## src/rtl/cordic_pkg.sv

```systemverilog
package cordic_pkg;

  // residual-angle word: degrees with ZFRAC fraction bits
  localparam int ZW    = 32;
  localparam int ZFRAC = 16;
  // number of table entries available
  localparam int TABLE_DEPTH = 16;
  // inverse of the accumulated pseudo-rotation gain, 30 fraction bits
  localparam longint unsigned INV_GAIN_Q30 = 64'd652032875;

  typedef enum logic [1:0] {
    ST_IDLE = 2'd0,
    ST_RUN  = 2'd1,
    ST_DONE = 2'd2
  } ctrl_state_t;

  // arctan(2^-i) in degrees, scaled by 2^ZFRAC
  function automatic logic signed [ZW-1:0] atan_step(input int i);
    logic signed [ZW-1:0] v;
    case (i)
      0:  v = 32'sd2949120;
      1:  v = 32'sd1740968;
      2:  v = 32'sd919879;
      3:  v = 32'sd466945;
      4:  v = 32'sd234378;
      5:  v = 32'sd117303;
      6:  v = 32'sd58666;
      7:  v = 32'sd29335;
      8:  v = 32'sd14668;
      9:  v = 32'sd7334;
      10: v = 32'sd3667;
      11: v = 32'sd1833;
      12: v = 32'sd917;
      13: v = 32'sd458;
      14: v = 32'sd229;
      15: v = 32'sd115;
      default: v = '0;
    endcase
    return v;
  endfunction

endpackage

```

## src/rtl/cordic_fold.sv

```systemverilog
module cordic_fold
  import cordic_pkg::*;
#(
  parameter int ANG_W = 9
) (
  input  logic [ANG_W-1:0] angle,
  output logic [ZW-1:0]    z_start,
  output logic             negate
);
  localparam int EW = ANG_W + 1;
  localparam logic signed [EW-1:0] QUARTER = EW'(90);
  localparam logic signed [EW-1:0] HALF    = EW'(180);

  logic signed [EW-1:0] a_ext;
  logic signed [EW-1:0] folded;
  logic signed [ZW-1:0] wide;

  always_comb begin
    a_ext = EW'($signed(angle));
    if (a_ext > QUARTER) begin
      folded = a_ext - HALF;
      negate = 1'b1;
    end else if (a_ext < -QUARTER) begin
      folded = a_ext + HALF;
      negate = 1'b1;
    end else begin
      folded = a_ext;
      negate = 1'b0;
    end
    wide    = ZW'(folded);
    z_start = wide <<< ZFRAC;
  end

endmodule

```

## src/rtl/cordic_stage.sv

```systemverilog
module cordic_stage
  import cordic_pkg::*;
#(
  parameter int IW    = 36,
  parameter int CNT_W = 4
) (
  input  logic [IW-1:0]    x_in,
  input  logic [IW-1:0]    y_in,
  input  logic [ZW-1:0]    z_in,
  input  logic [CNT_W-1:0] idx,
  output logic [IW-1:0]    x_out,
  output logic [IW-1:0]    y_out,
  output logic [ZW-1:0]    z_out
);
  logic signed [IW-1:0] xs, ys;
  logic signed [ZW-1:0] ang;
  logic                 turn_neg;

  always_comb begin
    // residual below zero: rotate clockwise; zero counts as positive
    turn_neg = z_in[ZW-1];
    xs  = $signed(x_in) >>> idx;
    ys  = $signed(y_in) >>> idx;
    ang = atan_step(int'(idx));
    if (turn_neg) begin
      x_out = x_in + ys;
      y_out = y_in - xs;
      z_out = z_in + ang;
    end else begin
      x_out = x_in - ys;
      y_out = y_in + xs;
      z_out = z_in - ang;
    end
  end

endmodule

```

## src/rtl/cordic_ctrl.sv

```systemverilog
module cordic_ctrl
  import cordic_pkg::*;
#(
  parameter int ITERS = 16,
  parameter int CNT_W = 4
) (
  input  logic             clk,
  input  logic             rst_n,
  input  logic             in_valid,
  input  logic             out_ready,
  output logic             in_ready,
  output logic             out_valid,
  output logic             load,
  output logic             step,
  output logic             last,
  output logic [CNT_W-1:0] idx
);
  localparam logic [CNT_W-1:0] LAST_IDX = CNT_W'(ITERS - 1);

  ctrl_state_t state;

  assign in_ready  = (state == ST_IDLE);
  assign out_valid = (state == ST_DONE);
  assign load      = in_ready && in_valid;
  assign step      = (state == ST_RUN);
  assign last      = step && (idx == LAST_IDX);

  always_ff @(posedge clk or negedge rst_n) begin
    if (!rst_n) begin
      state <= ST_IDLE;
      idx   <= '0;
    end else begin
      case (state)
        ST_IDLE: if (in_valid) begin
          state <= ST_RUN;
          idx   <= '0;
        end
        ST_RUN: begin
          idx <= idx + 1'b1;
          if (idx == LAST_IDX) state <= ST_DONE;
        end
        ST_DONE: if (out_ready) state <= ST_IDLE;
        default: state <= ST_IDLE;
      endcase
    end
  end

endmodule

```

## src/rtl/cordic_sincos.sv

```systemverilog
module cordic_sincos
  import cordic_pkg::*;
#(
  parameter int ANG_W  = 9,
  parameter int DATA_W = 32,
  parameter int FRAC   = 16,
  parameter int GUARD  = 4,
  parameter int ITERS  = 16
) (
  input  logic              clk,
  input  logic              rst_n,
  input  logic              in_valid,
  output logic              in_ready,
  input  logic [ANG_W-1:0]  in_angle,
  output logic              out_valid,
  input  logic              out_ready,
  output logic [DATA_W-1:0] out_cos,
  output logic [DATA_W-1:0] out_sin
);
  localparam int IW    = DATA_W + GUARD;
  localparam int IFRAC = FRAC + GUARD;
  localparam int CNT_W = (ITERS > 1) ? $clog2(ITERS) : 1;
  localparam longint unsigned X_RAW =
    (INV_GAIN_Q30 + (64'd1 << (29 - IFRAC))) >> (30 - IFRAC);
  localparam logic [IW-1:0] X_START = IW'(X_RAW);

  logic             load, step, last;
  logic [CNT_W-1:0] idx;
  logic [ZW-1:0]    z_start;
  logic             neg_start;

  logic [IW-1:0] x_q, y_q, x_n, y_n;
  logic [ZW-1:0] z_q, z_n;
  logic          neg_q;
  logic [DATA_W-1:0] cos_rnd, sin_rnd;
  logic [DATA_W-1:0] cos_q, sin_q;

  cordic_ctrl #(.ITERS(ITERS), .CNT_W(CNT_W)) u_ctrl (
    .clk(clk), .rst_n(rst_n), .in_valid(in_valid), .out_ready(out_ready),
    .in_ready(in_ready), .out_valid(out_valid), .load(load), .step(step),
    .last(last), .idx(idx)
  );

  cordic_fold #(.ANG_W(ANG_W)) u_fold (
    .angle(in_angle), .z_start(z_start), .negate(neg_start)
  );

  cordic_stage #(.IW(IW), .CNT_W(CNT_W)) u_stage (
    .x_in(x_q), .y_in(y_q), .z_in(z_q), .idx(idx),
    .x_out(x_n), .y_out(y_n), .z_out(z_n)
  );

  // drop guard bits with round-half-up, or pass straight through
  generate
    if (GUARD > 0) begin : g_round
      logic signed [IW-1:0] xr, yr;
      always_comb begin
        xr = $signed(x_n + IW'(1 << (GUARD - 1))) >>> GUARD;
        yr = $signed(y_n + IW'(1 << (GUARD - 1))) >>> GUARD;
        cos_rnd = xr[DATA_W-1:0];
        sin_rnd = yr[DATA_W-1:0];
      end
    end else begin : g_pass
      assign cos_rnd = x_n[DATA_W-1:0];
      assign sin_rnd = y_n[DATA_W-1:0];
    end
  endgenerate

  always_ff @(posedge clk or negedge rst_n) begin
    if (!rst_n) begin
      x_q   <= '0;
      y_q   <= '0;
      z_q   <= '0;
      neg_q <= 1'b0;
      cos_q <= '0;
      sin_q <= '0;
    end else begin
      if (load) begin
        x_q   <= X_START;
        y_q   <= '0;
        z_q   <= z_start;
        neg_q <= neg_start;
      end else if (step) begin
        x_q <= x_n;
        y_q <= y_n;
        z_q <= z_n;
      end
      if (last) begin
        cos_q <= neg_q ? -cos_rnd : cos_rnd;
        sin_q <= neg_q ? -sin_rnd : sin_rnd;
      end
    end
  end

  assign out_cos = cos_q;
  assign out_sin = sin_q;

endmodule

```

## config.mk

```make
export PLATFORM = sky130hd
export DESIGN_NAME = cordic_sincos
export DESIGN_NICKNAME = d
export VERILOG_FILES = /design/src/rtl/cordic_pkg.sv /design/src/rtl/cordic_fold.sv /design/src/rtl/cordic_stage.sv /design/src/rtl/cordic_ctrl.sv /design/src/rtl/cordic_sincos.sv
export SDC_FILE = /design/constraint.sdc
export NUM_CORES = 1
export LEC_CHECK = 0
export BUFFER_PORTS_ARGS = -buffer_cell sky130_fd_sc_hd__buf_2
export CORE_MARGIN = 2
export CORE_UTILIZATION = 59
export DETAILED_ROUTE_END_ITERATION = 7
export GPL_TIMING_DRIVEN = 0
export PLACE_DENSITY = 0.79
export SLEW_MARGIN = 20
export SYNTH_ARGS = -nofsm -noshare
export SYNTH_HDL_FRONTEND = slang
export SYNTH_SLANG_ARGS = --single-unit
export TNS_END_PERCENT = 1
```

## constraint.sdc

```tcl
create_clock -name clk -period 8.5 [get_ports clk]
set_clock_uncertainty 0.05 [all_clocks]
set_input_delay 1.275 -clock clk [delete_from_list [all_inputs] [get_ports clk]]
set_output_delay 1.275 -clock clk [all_outputs]
set_load 0.01 [all_outputs]
```

Word-level counts from Yosys, hierarchy flattened
Memories as Yosys holds them, arrays and structs flattened.
Cells that the tools add are included.
Word-level totals
  memories: 1
  bits in read-only memories: 352
  register bits after elaboration: 175
  output and inout bits: 66
  word-level logic and storage cells: 60
Memory list
  (no name shown): depth 16, bits a word 22, rd ports 1, clocked after Yosys merged registers in 0, write ports 0, line cordic_pkg.sv:20  | case (i)
Cells by class
  multiplexer cells: 21
  add/subtract/negate cells: 13
  $lt $le $gt $ge: 2
  reduce and logical (&&, ||, !) cells: 7
  equality and inequality tests: 6
  shifts and indexed selects: 2
Operators with widths (count)
  36-bit two-way mux: 6
  32-bit two-way mux: 5
  36-bit adder: 2
  36-bit by 4-bit adder with 36-bit output, second input constant: 2
  36-bit by 4-bit >>> shifter with 36-bit output: 2
  36-bit subtractor: 2
  32-bit negation: 2
  32-bit adder: 1
  32-bit subtractor: 1
  10-bit two-way mux: 2
  9-bit by 9-bit adder with 10-bit output, second input constant: 1
  9-bit by 9-bit subtractor with 10-bit output, second input constant: 1
  9-bit by 8-bit > comparator with 1-bit output, second input constant: 1
  9-bit by 8-bit < comparator with 1-bit output, second input constant: 1
  4-bit one-hot mux with 2 select lines: 1
  2-bit two-way mux: 3
  2-bit one-hot mux with 3 select lines: 1
  4-bit by 1-bit adder with 4-bit output, second input constant: 1
  4-bit equality test, second input constant: 1
  4-bit two-way mux: 1
  2-bit inequality test, second input constant: 2
  2-bit nonzero test: 2
  3-bit AND reduction: 1
  2-bit by 1-bit equality test with 1-bit output, second input constant: 1
  other kinds (6): 8

Logic depth before layout (Yosys ltp)
  word-level depth: 6
  gate-level depth with buffers: 39

Hierarchy
A second synthesis with hierarchy kept.
Unflattened totals
  cells, all modules: 2781
  area, all modules: 23054.6 um2
By module, submodules not included
  cordic_stage: area an instance 11776.3 um2, instances 1, cells an instance 1567, seq. area each 0.0 um2
  cordic_sincos: area an instance 10452.5 um2, instances 1, cells an instance 1110, seq. area each 4229.1 um2
  cordic_fold: area an instance 534.3 um2, instances 1, cells an instance 76, seq. area each 0.0 um2
  cordic_ctrl: area an instance 291.5 um2, instances 1, cells an instance 28, seq. area each 150.1 um2

Worst setup path after synthesis
Ideal clock, no wire load.
  path kind: reg2reg
  from: register u_ctrl.idx[2]
  to: register cos_q[31] (netlist: out_cos[31])
  data required time: 8321 ps
  slack: 59 ps
  library setup time: 129 ps
  data arrival time: 8262 ps
  cell stages (with the launch flop): 34
  path through: dfrtp_1 -> clkbuf_1 -> clkbuf_1 -> clkbuf_1 -> clkbuf_1 -> clkbuf_1 -> clkbuf_1 -> clkbuf_1 -> clkbuf_1 -> clkbuf_1 -> o21a_1 -> ha_1 -> o211ai_1 -> nor3b_1 -> and3_1 -> clkbuf_1 -> a41oi_1 -> xnor2_1 -> ha_1 -> clkbuf_1 -> nand2_1 -> o21ai_1 -> a21oi_1 -> o21a_1 -> and2_0 -> o311ai_1 -> nand3_1 -> nor4_2 -> mux2_2 -> o21ai_1 -> nand3_1 -> o31ai_4 -> xnor2_1 -> o21ai_1
On the way
  longest elaborated chain between the ends: 6
  elaborated cells on any way between the ends: 9
Ends and longest elaborated chain
  start: declaration: line cordic_ctrl.sv:16  | output logic [CNT_W-1:0] idx
  start signal: assignment: line cordic_ctrl.sv:39  | idx <= idx + 1'b1;
  36-bit by 4-bit >>> shifter with 36-bit output: line cordic_stage.sv:23  | ys = $signed(y_in) >>> idx;
  36-bit subtractor / 36-bit adder (equally long branches): line cordic_stage.sv:30, cordic_stage.sv:26
  36-bit two-way mux: line cordic_stage.sv:25  | if (turn_neg) begin
  36-bit by 4-bit adder with 36-bit output: line cordic_sincos.sv:58  | xr = $signed(x_n + IW'(1 << (GUARD - 1))) >>> GUARD;
  32-bit negation: line cordic_sincos.sv:89  | cos_q <= neg_q ? -cos_rnd : cos_rnd;
  32-bit two-way mux: line cordic_sincos.sv:89
  end signal: assignment: line cordic_sincos.sv:89
  end: declaration: line cordic_sincos.sv:36  | logic [DATA_W-1:0] cos_q, sin_q;
Parallel ways exist; a longest one is shown, timed or not.
A chain may end at the register's enable or synchronous reset.

Worst setup path in the final report
  from: register u_ctrl.idx[0]
  to: register cos_q[31] (netlist: out_cos[31])
Same word-level chain as after synthesis.

==> flow_summary.json <==
{
  "start_kind": "flip-flop",
  "antenna_left": 0,
  "core_area_um2": 37500,
  "place.gp.congestion": 1.06,
  "dp_cells": 3460,
  "drtIter0Drc": 2645,
  "fin_crit_ns": 8.37,
  "yosysWarnings": 0,
  "dp_hpwl_um": 68100,
  "async_flop_share": 1.00,
  "die_area_um2": 39400,
  "synthAdderAreaFrac": 0.0677,
  "grt_pass1_vias": 22461,
  "clockBufferDepth": 2,
  "via_per_inst": 6.89,
  "synth-edff-count": 0,
  "io_buffers": 77,
  "status": "finished clean",
  "yosysSeqAreaShare": 0.196,
  "slew_headroom": 0.276,
  "synthXorXnorAreaFrac": 0.117,
  "slew_violations": 0,
  "areaGrowthSynthToFinish_pct": 11.5,
  "fmax_mhz": 120,
  "critPathBufInv": 8,
  "grt.overflow.total": 0,
  "layout-drive-gt1-share": 0.145,
  "synth_simple_gate_area_frac": 0.215,
  "ys_seq_elements": 175,
  "hp-class": "flip-flop to flip-flop",
  "synth_area_leaders": "dfrtp_1, xnor2_1, mux4_2, ha_1, nand2_1",
  "postSynthAreaPerCell_um2": 7.78,
  "die_h_um": 199,
  "r2r_cells": 32,
  "whs_path_depth": 2,
  "synthMuxAreaShare": 0.107,
  "cp_data_required_time_ns": 8.83,
  "cts_tree": "yes",
  "nets": 3120,
  "path_clk_slew_ns": 0.08,
  "cts-root-buf": "clkbuf_16",
  "cts_buffers": 17,
  "crit_fanout": 19,
  "cts_max_level": 4,
  "grt_pass1_wl_um": 131000,
  "synth_top_family_by_area": "compound AO/OA/AOI/OAI gates",
  "syn_area_um2": 22300,
  "vias": 24202,
  "syn_inst": 2869,
  "finalHoldViolCount": 0,
  "ctsHoldBuffers": 0,
  "max_stage_delay_ns": 0.45,
  "cap_violations": 0,
  "worst-setup-path-type": "flip-flop to flip-flop",
  "cp_top_family": "buffers and inverters",
  "syn_nets": 3001,
  "rows": 71,
  "worst_setup_path_end_kind": "flip-flop",
  "drc": 0,
  "cts.sinks": 175,
  "antenna_found_initial": 2,
  "synthFlopType": "dfrtp_1",
  "grt_util_all_layers": 0.445,
  "die_w_um": 199,
  "period_share": 0.984,
  "holdWs_ns": 0.426,
  "critPathMostFrequentCell": "buf_4",
  "cp.depth": 32,
  "synth_top_area_cell": "dfrtp_1",
  "insertion_delay_ns": 0.53,
  "start_util": 0.596,
  "grt_max_degree": 74,
  "setup-violations-final": 0,
  "synth_top_cell_area_share": 0.196,
  "synthDistinctLibCells": 103,
  "cp.arrival_ns": 8.70,
  "wl_per_cell_um": 25.1,
  "critPathSlowestCell": "o221ai_2",
  "stdcell_count": 3513,
  "dr.pass1.iters": 5,
  "rsz0062_at_grt": "true",
  "wirelength_um": 88200,
  "io_pins": 79,
  "synth_compound_area_frac": 0.250,
  "worst_slew_pin_slew_ns": 1.08
}
timing repair:
action	4_1_cts	5_1_grt
pin swaps	6	21
gates resized for setup	67	98
buffers inserted	14	17
endpoints found under the hold margin	0	0
setup endpoints to repair	101	27
path summary, 6_finish.rpt:
kind / start / slack [ns] / end
max: u_ctrl.idx[0]$_DFFE_PN0P_ / 0.13 / out_cos[31]$_DFFE_PN0P_
min: out_sin[21]$_DFFE_PN0P_ / 0.43 / out_sin[21]$_DFFE_PN0P_
max reg2reg: u_ctrl.idx[0]$_DFFE_PN0P_ / 0.13 / out_cos[31]$_DFFE_PN0P_
min reg2reg: out_sin[21]$_DFFE_PN0P_ / 0.43 / out_sin[21]$_DFFE_PN0P_
max in group asynchronous: rst_n / 7.02 / z_q[8]$_DFFE_PN0P_
min in group asynchronous: rst_n / 0.59 / out_cos[16]$_DFFE_PN0P_
placed cells by master (no fill, tap or decap), types with 29 or more instances in the layout:
cell	n
mux2i_1	51
and3_1	30
mux4_2	68
clkbuf_1	91
a21oi_1	214
buf_2	97
nor3_1	63
o21ai_0	238
nand4_1	30
nand3_1	112
ha_1	111
a21o_1	61
nor2_1	167
o211ai_1	31
a211oi_1	29
a31oi_1	38
xnor2_1	190
o21ai_1	29
xor2_1	89
buf_4	44
and2_1	32
nand2_1	382
dfrtp_1	174
inv_1	65
worst min-delay path, delay by kind of cell (launching register included):
family | cells | cell delay [ns]
AO/OA/AOI/OAI | 1 | 0.06
flip-flops | 1 | 0.33
AND/OR/NAND/NOR | 1 | 0.05
cell type report:
| cell class | count | area, µm² |
|---|---|---|
| Multi-Input combinational cell | 2439 | 17500 |
| Fill cell | 3181 | 12600 |
| Sequential cell | 175 | 4380 |
| Buffer | 174 | 863 |
| Timing Repair Buffer | 111 | 691 |
| Tap cell | 511 | 639 |
| Clock buffer | 18 | 429 |
| Inverter | 70 | 267 |
| Clock inverter | 14 | 179 |
| Antenna cell | 1 | 2.50 |
synth_stat cells (all sizes together), types with 21 or more instances:
cell type	number
nand3	114
nor2b	22
mux2i	52
nand2b	24
mux2	29
or3	27
nor2	172
ha	116
a31oi	39
a211oi	36
a21o	63
o21a	25
nor4	21
clkbuf	115
mux4	68
dfrtp	175
buf	70
nand2	382
inv	66
and3	31
a21oi	222
nand4	31
and2	33
xor2	94
nor3	68
xnor2	202
o211ai	32
o21ai	276
cells by family after synthesis:
logic type,count (synthesis)
AOI/OAI and AO/OA,879
and+or+nand+nor,995
adders and majority gates,119
muxes,149
DFF,175
xor gates and xnor gates,297
buffers and inverters,255
stage by stage:
stage | util | setup TNS, ns | setup slack, ns | instance area (µm²)
6_report | 0.664 | 0 | 0.135 | 24900
4_1_cts | 0.652 | -0.0480 | -0.0480 | 24400
2_1_floorplan | - | 0 | 0.0587 | 22300
3_5_place_dp | 0.625 | -104.02 | -2.76 | 23400
3_3_place_gp | 0.623 | -97.26 | -3.05 | 23400
5_1_grt | 0.664 | -0.251 | -0.0797 | 24900
state kept, by name, summed over array words and instances (netlist names):
signal	flops
neg_q	1
u_ctrl.state	2
out_cos	32
z_q	32
u_ctrl.idx	4
y_q	36
x_q	36
out_sin	32
routing by layer:
layer | share of wire | wire, µm | vias up | global-route usage
met5 | 0.00046 | 41 | - | 0
met4 | 0.063 | 5520 | 2 | 0.263
met3 | 0.14 | 12200 | 327 | 0.167
met2 | 0.41 | 36300 | 1570 | 0.639
met1 | 0.39 | 34200 | 11510 | 0.570
li1 | - | - | 10793 | -
Power is left out: the tool's default activity adds up to more than one toggle a clock period on the data nets, which glitch-free logic cannot reach.
